<file path="src/rtl/i2c_cfg_pkg.sv">
package i2c_cfg_pkg;

   typedef enum logic [2:0] {
      LINK_IDLE,     // waiting for START
      LINK_RX,       // shifting in a byte
      LINK_RX_WAIT,  // byte complete, waiting for SCL low to acknowledge
      LINK_RX_ACK,   // pulling SDA low for the acknowledge clock
      LINK_TX,       // shifting out a byte
      LINK_TX_END,   // last bit sent, waiting to release for host acknowledge
      LINK_TX_ACK,   // sampling host acknowledge
      LINK_TX_NEXT   // acknowledged, waiting for SCL low to load next byte
   } link_state_t;

   localparam logic [7:0] IDLE_BYTE = 8'hFF;

endpackage

</file>
<file path="src/rtl/i2c_cfg_sync.sv">
module i2c_cfg_sync #(
   parameter int STAGES = 2
) (
   input  logic clk,
   input  logic rst_n,
   input  logic line_i,
   output logic level_o,
   output logic rise_o,
   output logic fall_o
);

   initial begin : param_check
      assert (STAGES >= 2 && STAGES <= 8)
         else $fatal(1, "i2c_cfg_sync: STAGES must be within 2..8");
   end

   logic [STAGES-1:0] chain_q;
   logic              last_q;

   always_ff @(posedge clk or negedge rst_n) begin
      if (!rst_n) begin
         chain_q <= '1;
         last_q  <= 1'b1;
      end else begin
         chain_q <= {chain_q[STAGES-2:0], line_i};
         last_q  <= chain_q[STAGES-1];
      end
   end

   assign level_o = chain_q[STAGES-1];
   assign rise_o  = chain_q[STAGES-1] & ~last_q;
   assign fall_o  = ~chain_q[STAGES-1] & last_q;

endmodule

</file>
<file path="src/rtl/i2c_cfg_regs.sv">
module i2c_cfg_regs #(
   parameter int              NUM_REGS = 6,
   parameter logic [8*NUM_REGS-1:0] DEFAULTS = '0,
   localparam int             REG_W    = (NUM_REGS > 1) ? $clog2(NUM_REGS) : 1
) (
   input  logic                  clk,
   input  logic                  rst_n,
   input  logic                  wr_en,
   input  logic [REG_W-1:0]      wr_idx,
   input  logic [7:0]            wr_data,
   input  logic [REG_W-1:0]      rd_idx,
   output logic [7:0]            rd_data,
   output logic [8*NUM_REGS-1:0] regs_o
);

   initial begin : param_check
      assert (NUM_REGS >= 1 && NUM_REGS <= 64)
         else $fatal(1, "i2c_cfg_regs: NUM_REGS must be within 1..64");
   end

   for (genvar g = 0; g < NUM_REGS; g++) begin : g_byte
      logic [7:0] byte_q;
      always_ff @(posedge clk or negedge rst_n) begin
         if (!rst_n)
            byte_q <= DEFAULTS[8*g +: 8];
         else if (wr_en && wr_idx == REG_W'(g))
            byte_q <= wr_data;
      end
      assign regs_o[8*g +: 8] = byte_q;
   end

   always_comb begin
      rd_data = '0;
      for (int i = 0; i < NUM_REGS; i++)
         if (rd_idx == REG_W'(i)) rd_data = regs_o[8*i +: 8];
   end

   // strobes never address a byte outside the bank
   assert_wr_in_bank_R5: assert property (@(posedge clk) disable iff (!rst_n)
      wr_en |-> (int'(wr_idx) < NUM_REGS));

endmodule

</file>
<file path="src/rtl/i2c_cfg_slave.sv">
module i2c_cfg_slave
   import i2c_cfg_pkg::*;
#(
   parameter int                    NUM_REGS    = 6,
   parameter logic [6:0]            DEV_ADDR    = 7'h69,
   parameter int                    SYNC_STAGES = 2,
   parameter int                    HDR_BYTES   = 2,
   parameter logic [8*NUM_REGS-1:0] DEFAULTS    = {{(NUM_REGS-1){8'hFF}}, 8'h00}
) (
   input  logic                  clk,
   input  logic                  rst_n,
   input  logic                  scl_i,
   input  logic                  sda_i,
   output logic                  sda_o,
   output logic                  sda_oe,
   output logic [8*NUM_REGS-1:0] cfg_o
);

   localparam int REG_W = (NUM_REGS > 1) ? $clog2(NUM_REGS) : 1;
   localparam int IDX_W = $clog2(NUM_REGS + HDR_BYTES + 2);
   localparam logic [IDX_W-1:0] FIRST_SLOT = IDX_W'(HDR_BYTES);
   localparam logic [IDX_W-1:0] LAST_SLOT  = IDX_W'(HDR_BYTES + NUM_REGS - 1);
   localparam logic [IDX_W-1:0] LAST_READ  = IDX_W'(NUM_REGS);
   localparam logic [IDX_W-1:0] IDX_MAX    = '1;
   localparam logic [7:0]       COUNT_BYTE = 8'(NUM_REGS);

   initial begin : param_check
      assert (HDR_BYTES >= 0 && HDR_BYTES <= 4)
         else $fatal(1, "i2c_cfg_slave: HDR_BYTES must be within 0..4");
      assert (NUM_REGS >= 1 && NUM_REGS <= 64)
         else $fatal(1, "i2c_cfg_slave: NUM_REGS must be within 1..64");
   end

   // bus sampling
   logic scl_s, scl_rise, scl_fall;
   logic sda_s, sda_rise, sda_fall;

   i2c_cfg_sync #(.STAGES(SYNC_STAGES)) u_scl_sync (
      .clk(clk), .rst_n(rst_n), .line_i(scl_i),
      .level_o(scl_s), .rise_o(scl_rise), .fall_o(scl_fall));

   i2c_cfg_sync #(.STAGES(SYNC_STAGES)) u_sda_sync (
      .clk(clk), .rst_n(rst_n), .line_i(sda_i),
      .level_o(sda_s), .rise_o(sda_rise), .fall_o(sda_fall));

   logic start_det, stop_det;
   assign start_det = scl_s & sda_fall;
   assign stop_det  = scl_s & sda_rise;

   // controller state
   link_state_t        state_q;
   logic [2:0]         bit_cnt_q;
   logic [7:0]         rx_sh_q;
   logic [7:0]         tx_sh_q;
   logic [IDX_W-1:0]   byte_idx_q;
   logic               in_addr_q;
   logic               is_read_q;
   logic               sda_oe_q;
   logic               wr_en_q;
   logic [REG_W-1:0]   wr_idx_q;
   logic [7:0]         wr_data_q;

   logic [REG_W-1:0]   rd_idx;
   logic [7:0]         rd_data;
   logic [7:0]         tx_byte;
   logic               data_slot;
   logic [IDX_W-1:0]   idx_inc;

   assign data_slot = (byte_idx_q >= FIRST_SLOT) && (byte_idx_q <= LAST_SLOT);
   assign idx_inc   = (byte_idx_q == IDX_MAX) ? byte_idx_q : byte_idx_q + 1'b1;
   assign rd_idx    = REG_W'(byte_idx_q - 1'b1);

   always_comb begin
      if (byte_idx_q == '0)
         tx_byte = COUNT_BYTE;
      else if (byte_idx_q <= LAST_READ)
         tx_byte = rd_data;
      else
         tx_byte = IDLE_BYTE;
   end

   always_ff @(posedge clk or negedge rst_n) begin
      if (!rst_n) begin
         state_q    <= LINK_IDLE;
         bit_cnt_q  <= '0;
         rx_sh_q    <= '0;
         tx_sh_q    <= '1;
         byte_idx_q <= '0;
         in_addr_q  <= 1'b0;
         is_read_q  <= 1'b0;
         sda_oe_q   <= 1'b0;
         wr_en_q    <= 1'b0;
         wr_idx_q   <= '0;
         wr_data_q  <= '0;
      end else begin
         wr_en_q <= 1'b0;
         if (start_det) begin
            state_q    <= LINK_RX;
            in_addr_q  <= 1'b1;
            is_read_q  <= 1'b0;
            bit_cnt_q  <= '0;
            byte_idx_q <= '0;
            sda_oe_q   <= 1'b0;
         end else if (stop_det) begin
            state_q   <= LINK_IDLE;
            in_addr_q <= 1'b0;
            sda_oe_q  <= 1'b0;
         end else begin
            unique case (state_q)
               LINK_IDLE: ;
               LINK_RX: if (scl_rise) begin
                  rx_sh_q   <= {rx_sh_q[6:0], sda_s};
                  bit_cnt_q <= bit_cnt_q + 1'b1;
                  if (bit_cnt_q == 3'd7) state_q <= LINK_RX_WAIT;
               end
               LINK_RX_WAIT: if (scl_fall) begin
                  if (in_addr_q) begin
                     in_addr_q <= 1'b0;
                     if (rx_sh_q[7:1] == DEV_ADDR) begin
                        is_read_q <= rx_sh_q[0];
                        sda_oe_q  <= 1'b1;
                        state_q   <= LINK_RX_ACK;
                     end else begin
                        state_q <= LINK_IDLE;
                     end
                  end else begin
                     sda_oe_q   <= 1'b1;
                     state_q    <= LINK_RX_ACK;
                     byte_idx_q <= idx_inc;
                     if (data_slot) begin
                        wr_en_q   <= 1'b1;
                        wr_idx_q  <= REG_W'(byte_idx_q - FIRST_SLOT);
                        wr_data_q <= rx_sh_q;
                     end
                  end
               end
               LINK_RX_ACK: if (scl_fall) begin
                  bit_cnt_q <= '0;
                  if (is_read_q) begin
                     sda_oe_q   <= ~tx_byte[7];
                     tx_sh_q    <= {tx_byte[6:0], 1'b1};
                     byte_idx_q <= idx_inc;
                     state_q    <= LINK_TX;
                  end else begin
                     sda_oe_q <= 1'b0;
                     state_q  <= LINK_RX;
                  end
               end
               LINK_TX: begin
                  if (scl_rise) begin
                     bit_cnt_q <= bit_cnt_q + 1'b1;
                     if (bit_cnt_q == 3'd7) state_q <= LINK_TX_END;
                  end else if (scl_fall) begin
                     sda_oe_q <= ~tx_sh_q[7];
                     tx_sh_q  <= {tx_sh_q[6:0], 1'b1};
                  end
               end
               LINK_TX_END: if (scl_fall) begin
                  sda_oe_q <= 1'b0;
                  state_q  <= LINK_TX_ACK;
               end
               LINK_TX_ACK: if (scl_rise)
                  state_q <= sda_s ? LINK_IDLE : LINK_TX_NEXT;
               LINK_TX_NEXT: if (scl_fall) begin
                  bit_cnt_q  <= '0;
                  sda_oe_q   <= ~tx_byte[7];
                  tx_sh_q    <= {tx_byte[6:0], 1'b1};
                  byte_idx_q <= idx_inc;
                  state_q    <= LINK_TX;
               end
               default: state_q <= LINK_IDLE;
            endcase
         end
      end
   end

   i2c_cfg_regs #(.NUM_REGS(NUM_REGS), .DEFAULTS(DEFAULTS)) u_regs (
      .clk(clk), .rst_n(rst_n),
      .wr_en(wr_en_q), .wr_idx(wr_idx_q), .wr_data(wr_data_q),
      .rd_idx(rd_idx), .rd_data(rd_data), .regs_o(cfg_o));

   assign sda_o  = 1'b0;
   assign sda_oe = sda_oe_q;

   // a foreign address drops the controller to idle without acknowledge
   assert_foreign_addr_idle_R1: assert property (@(posedge clk) disable iff (!rst_n)
      (state_q == LINK_RX_WAIT && in_addr_q && scl_fall && !start_det && !stop_det
       && rx_sh_q[7:1] != DEV_ADDR) |=> (state_q == LINK_IDLE && !sda_oe));

   // acknowledge slot always pulls the line low
   assert_ack_slot_driven_R10: assert property (@(posedge clk) disable iff (!rst_n)
      (state_q == LINK_RX_ACK) |-> sda_oe);

   // drive changes only while SCL is low
   assert_drive_scl_low_R10: assert property (@(posedge clk) disable iff (!rst_n)
      !$stable(sda_oe) |-> !$past(scl_s));

   // register strobes belong to write transfers only
   assert_write_only_R3: assert property (@(posedge clk) disable iff (!rst_n)
      wr_en_q |-> !is_read_q);

   // host NACK ends the read
   assert_nack_ends_read_R7: assert property (@(posedge clk) disable iff (!rst_n)
      (state_q == LINK_TX_ACK && scl_rise && sda_s && !start_det && !stop_det)
      |=> (state_q == LINK_IDLE && !sda_oe));

   // STOP releases the line
   assert_stop_release_R9: assert property (@(posedge clk) disable iff (!rst_n)
      (stop_det && !start_det) |=> !sda_oe);

endmodule

</file>
<file path="config.mk">
export PLATFORM = sky130hd
export DESIGN_NAME = i2c_cfg_slave
export DESIGN_NICKNAME = d
export VERILOG_FILES = /design/src/rtl/i2c_cfg_pkg.sv /design/src/rtl/i2c_cfg_sync.sv /design/src/rtl/i2c_cfg_regs.sv /design/src/rtl/i2c_cfg_slave.sv
export SDC_FILE = /design/constraint.sdc
export NUM_CORES = 1
export LEC_CHECK = 0
export ABC_CLOCK_PERIOD_IN_PS = 6100
export BUFFER_PORTS_ARGS = -buffer_cell sky130_fd_sc_hd__clkbuf_2
export CORE_MARGIN = 2
export CORE_UTILIZATION = 50
export DETAILED_ROUTE_END_ITERATION = 10
export PLACE_DENSITY_LB_ADDON = 0.3
export SLEW_MARGIN = 20
export SYNTH_ARGS = -nofsm -noshare
export SYNTH_HDL_FRONTEND = slang
export SYNTH_SLANG_ARGS = --single-unit
</file>
<file path="constraint.sdc">
create_clock -name clk -period 6.1 [get_ports clk]
set_clock_uncertainty 0.05 [all_clocks]
set_input_delay 1.22 -clock clk [delete_from_list [all_inputs] [get_ports clk]]
set_output_delay 1.22 -clock clk [all_outputs]
set_load 0.005 [all_outputs]
</file>
==> results.md <==
Setup path:
- The worst setup path is launched from a flop.
- Walking the worst path, the cells encountered are inv_1 -> ha_1 -> and2b_1 -> a221oi_1 -> o311a_1 -> o21ai_0 -> a211oi_1.
- For flop-to-flop paths, the worst setup slack is 3410 ps.
- The launching instance or port of the critical path is byte_idx_q[0].
- The delay contributed by the slowest stage of the critical path is 750 ps.
- The endpoint type of the worst setup path is a flop.
- Data arrives at the worst endpoint at 2920 ps.
- The type of the setup path with the least slack is flop to flop.
- Of all nets on the critical path, the largest fanout is 26.
- For the worst setup path, the data required time is 6320 ps.
- The startpoint of the most critical register-to-register path is byte_idx_q[0].
- In this run the worst setup path terminates at sda_oe.
- Together, buffers and inverters on the worst path number 1.
- The capture instance of the worst register-to-register path is sda_oe.
- For the worst flop-to-flop path, the logic depth is 7.
- On the critical path, the stage with the largest delay is an instance of sky130_fd_sc_hd__ha_1.
- The family of cells with the greatest summed delay on the critical path is compound AO/OA/AOI/OAI gates.
- The path length in cells of the critical path is 7.

Yosys:
- The number of standard cells after synthesis is 434.
- Sorting the synthesized cells by area gives the leading types as sky130_fd_sc_hd__dfstp_2 29%, sky130_fd_sc_hd__dfrtp_1 22%, sky130_fd_sc_hd__mux2_2 13%, sky130_fd_sc_hd__nand2_1 3.9%, sky130_fd_sc_hd__o21ai_0 3.2%.
- The mean post-synth cell area is 10.94 um^2.
- The cell area after technology mapping is 4747 um^2.
- The share of synthesized area occupied by flip-flops and latches is 50.95%.
- The dominant synthesized flop cell is sky130_fd_sc_hd__dfstp_2.
- The number of different library cells used by synthesis comes to 61.
- The total number of yosys warnings is 0.
- The synthesized design spends more area on one cell type than any other, namely sky130_fd_sc_hd__dfstp_2.
- The post-synthesis async set-or-reset flop share is 100.0%.
- The synthesized design contains 0 enable-type register cells.
- The area share of the largest cell type after synthesis is 29.34%.
- The total of flip-flops plus latches after synthesis is 94.
- The synthesized netlist net count is between 400 and 500.

Timing:
- In the finished design, the share of the clock period the worst path needs comes to around 44%.
- The worst-case headroom to the max-slew limit is between 30% and 40%.
- The total count of hold-check failures in the final report was 0.
- The smallest setup slack after layout is 3408 ps.
- After routing, the total negative slack on setup checks comes to 0 ps.
- The number of max-slew violations in the final report is 0.
- The upper clock frequency limit is between 0.3 and 0.4 GHz.
- At the pin with the least slew margin, the transition time is between 1000 and 1500 ps.
- The final-report setup violation count is 0.
- Setup repair after global routing left no endpoint under its margin.
- The post-route minimum period is 2692 ps.

Place:
- At the end of routability-driven placement, the weighted congestion stood at 0.8953.
- The count of port buffers added during placement is 52.
- The wire-length estimate of the detail-placed layout is slightly below 8000 um.
- The post-placement setup slack is roughly 3500 ps.

Status:
- The run finished with clean final reports.

Global route:
- Global routing finished with a remaining overflow of 0.
- The first-pass GRT wire length is 17,610 um.
- Entering global routing, the biggest net connects 57 pins.
- The via count of the first global-routing pass is roughly 3,300.
- The initial antenna violation count is 0.
- The global-route total usage across every layer is 22.48%.

Floorplanning:
- The die covers about 10,000 um^2.
- The I/O pin count is 54.
- In this run the standard cell core region covers 9240 um^2.
- The floorplan has 35 rows.
- The initial utilization of the core area, before any placement, comes to 51.37%.
- The die is 101.4 um wide.
- The die outline height is 101.4 um.

Pwr:
- For this design the static power due to leakage is 2.309 nW.
- VDD sags by at most 0.1276 mV.
- The power density of the placed cells is 234.0 nW/um^2.

Finish:
- Leaving out fill and tap cells, the most frequent cells in the layout are 55 x sky130_fd_sc_hd__mux2_2, 53 x sky130_fd_sc_hd__dfstp_2, 51 x sky130_fd_sc_hd__clkbuf_2.
- Compared with the post-synthesis result, the final layout area differs by 10.46%.
- The share of final-layout standard cells stronger than drive strength 1 is 39.20%.
- For this run, the post-layout net count is 485.
- In the final layout, the multi-input gates occupy 2151 um^2.
- Across the whole layout, storage elements account for around 2400 um^2.
- The most common cell after layout, fill and taps aside is sky130_fd_sc_hd__mux2_2.
- The number of filler instances in the final layout is a little over 800.
- The count of antenna diodes in the layout is 0.

Clock tree:
- The clock root buffer is sky130_fd_sc_hd__clkbuf_8.
- Hold repair after CTS inserted 0 buffers.
- Clock-pin slew was measured on the worst setup and hold paths at roughly 100 ps.
- Counting along the longest clock path gives a buffer depth of 2.
- The clock network latency to the later pin of the worst-skew pair is 370 ps.
- The number of gates resized after CTS is 0.
- The tree built by TritonCTS fans out to 94 sinks.
- The TritonCTS clock tree is done.
- The number of buffers inserted during clock tree synthesis is 9.
- The H-tree depth reported by CTS is 3.
- The number of setup buffers added after CTS is 0.

Hold path:
- The path type of the worst min-delay path is flop to flop.
- The beginning of the worst hold path is u_scl_sync.chain_q[0].

Route:
- In the final routed layout, each cell accounts on average for around 18 um.
- The DRC violations left is 0.
- The via total after detailed routing is 3,549.
- The first detailed-routing pass took 5 iterations.
- In this run the remaining antenna-violating nets after routing total 0.
- The post-detailed-routing wire length is 10,970 um.
- After detailed routing, the number of vias per cell comes to 5.856.
- The DRC violation total after the first TritonRoute iteration is 250.

Flow run:
- The max-capacitance violation count is 0.
kinds of logic (layout without fill, tap and decap cells):
logic type / count (synthesis) / in the layout / share of synthesized area [%]
and+or+nand+nor: 120 / 120 / 12.65
AOI/OAI and AO/OA: 105 / 105 / 15.00
DFF: 94 / 94 / 50.95
muxes: 60 / 60 / 14.29
buffers and inverters: 40 / 83 / 3.743
adders and majority gates: 9 / 9 / 2.372
xor gates and xnor gates: 5 / 5 / 0.9227
other: 1 / 1 / 0.07900
cell usage after synthesis, drive strengths merged (2+ instances only):
| library cell | count |
|---|---|
| o22ai | 8 |
| ha | 9 |
| nand4 | 2 |
| or3b | 3 |
| a21oi | 27 |
| a221o | 4 |
| nor3 | 3 |
| o221ai | 3 |
| xor2 | 2 |
| mux2 | 59 |
| a311oi | 2 |
| dfstp | 53 |
| nand2 | 50 |
| clkbuf | 15 |
| o211ai | 4 |
| buf | 11 |
| a21bo | 2 |
| and3b | 2 |
| o31ai | 5 |
| nor2 | 19 |
| nand2b | 8 |
| nand3 | 15 |
| a221oi | 5 |
| dfrtp | 41 |
| or3 | 3 |
| a2111oi | 4 |
| nor2b | 9 |
| xnor2 | 3 |
| inv | 14 |
| o21ai | 31 |
stage by stage:
stage          hold WS, ps  instances  instance area (um^2)  total power (W)  utilization, %
2_1_floorplan        295.2        434                  4747        0.0007946               -
3_3_place_gp         295.4        590                  5054        0.0008316           54.69
3_5_place_dp         296.8        590                  5054        0.0008382           54.69
4_1_cts              287.3        606                  5244         0.001245           56.75
5_1_grt              295.1        606                  5244         0.001291           56.75
6_report             294.3        606                  5244         0.001227           56.75
flip-flops by register name, indices dropped and copies added, names as in the netlist:
signal                count
is_read_q                 1
u_regs.g_byte.byte_q     48
wr_en_q                   1
sda_oe                    1
wr_idx_q                  3
u_sda_sync.chain_q        2
u_scl_sync.chain_q        2
in_addr_q                 1
wr_data_q                 8
state_q                   3
u_scl_sync.last_q         1
u_sda_sync.last_q         1
tx_sh_q                   7
rx_sh_q                   8
byte_idx_q                4
bit_cnt_q                 3
area by class of cell:
cell class,instances,share of cell area [%]
Clock buffer,9,2.362
Clock inverter,7,1.265
Inverter,14,1.002
Multi-Input combinational cell,300,41.02
Sequential cell,94,46.12
Tap cell,129,3.078
Timing Repair Buffer,53,5.154
worst min-delay path by stage:
stage	endpoint	slack [ps]	cells past startpoint
4_1_cts	u_scl_sync.chain_q[1]	290	0
3_5_place_dp	u_scl_sync.chain_q[1]	300	0
6_report	u_scl_sync.chain_q[1]	290	0
5_1_grt	u_scl_sync.chain_q[1]	300	0
3_3_place_gp	u_sda_sync.chain_q[1]	300	0
2_1_floorplan	u_scl_sync.chain_q[1]	300	0
power breakdown:
part	internal, W	switching (W)	total [W]
Combinational	0.0000593	0.0000779	0.000137
Sequential	0.000651	0.0000378	0.000689
Clock	0.000157	0.000244	0.000401
worst reg2reg max path, stage by stage, from the launching register on:
cell                       delay, ps
sky130_fd_sc_hd__dfrtp_1         460
sky130_fd_sc_hd__inv_1           170
sky130_fd_sc_hd__ha_1            750
sky130_fd_sc_hd__and2b_1         330
sky130_fd_sc_hd__a221oi_1        310
sky130_fd_sc_hd__o311a_1         200
sky130_fd_sc_hd__o21ai_0         100
sky130_fd_sc_hd__a211oi_1        220
layer usage:
| metal | vias up | track usage [%] | routed length, um |
|---|---|---|---|
| li1 | 1632 | - | - |
| met1 | 1784 | 32.48 | 4962 |
| met2 | 120 | 34.59 | 5205 |
| met3 | 13 | 4.210 | 627 |
| met4 | 0 | 7.069 | 174 |
| met5 | - | 0 | 0 |
(Power assumes the default switching activity.)
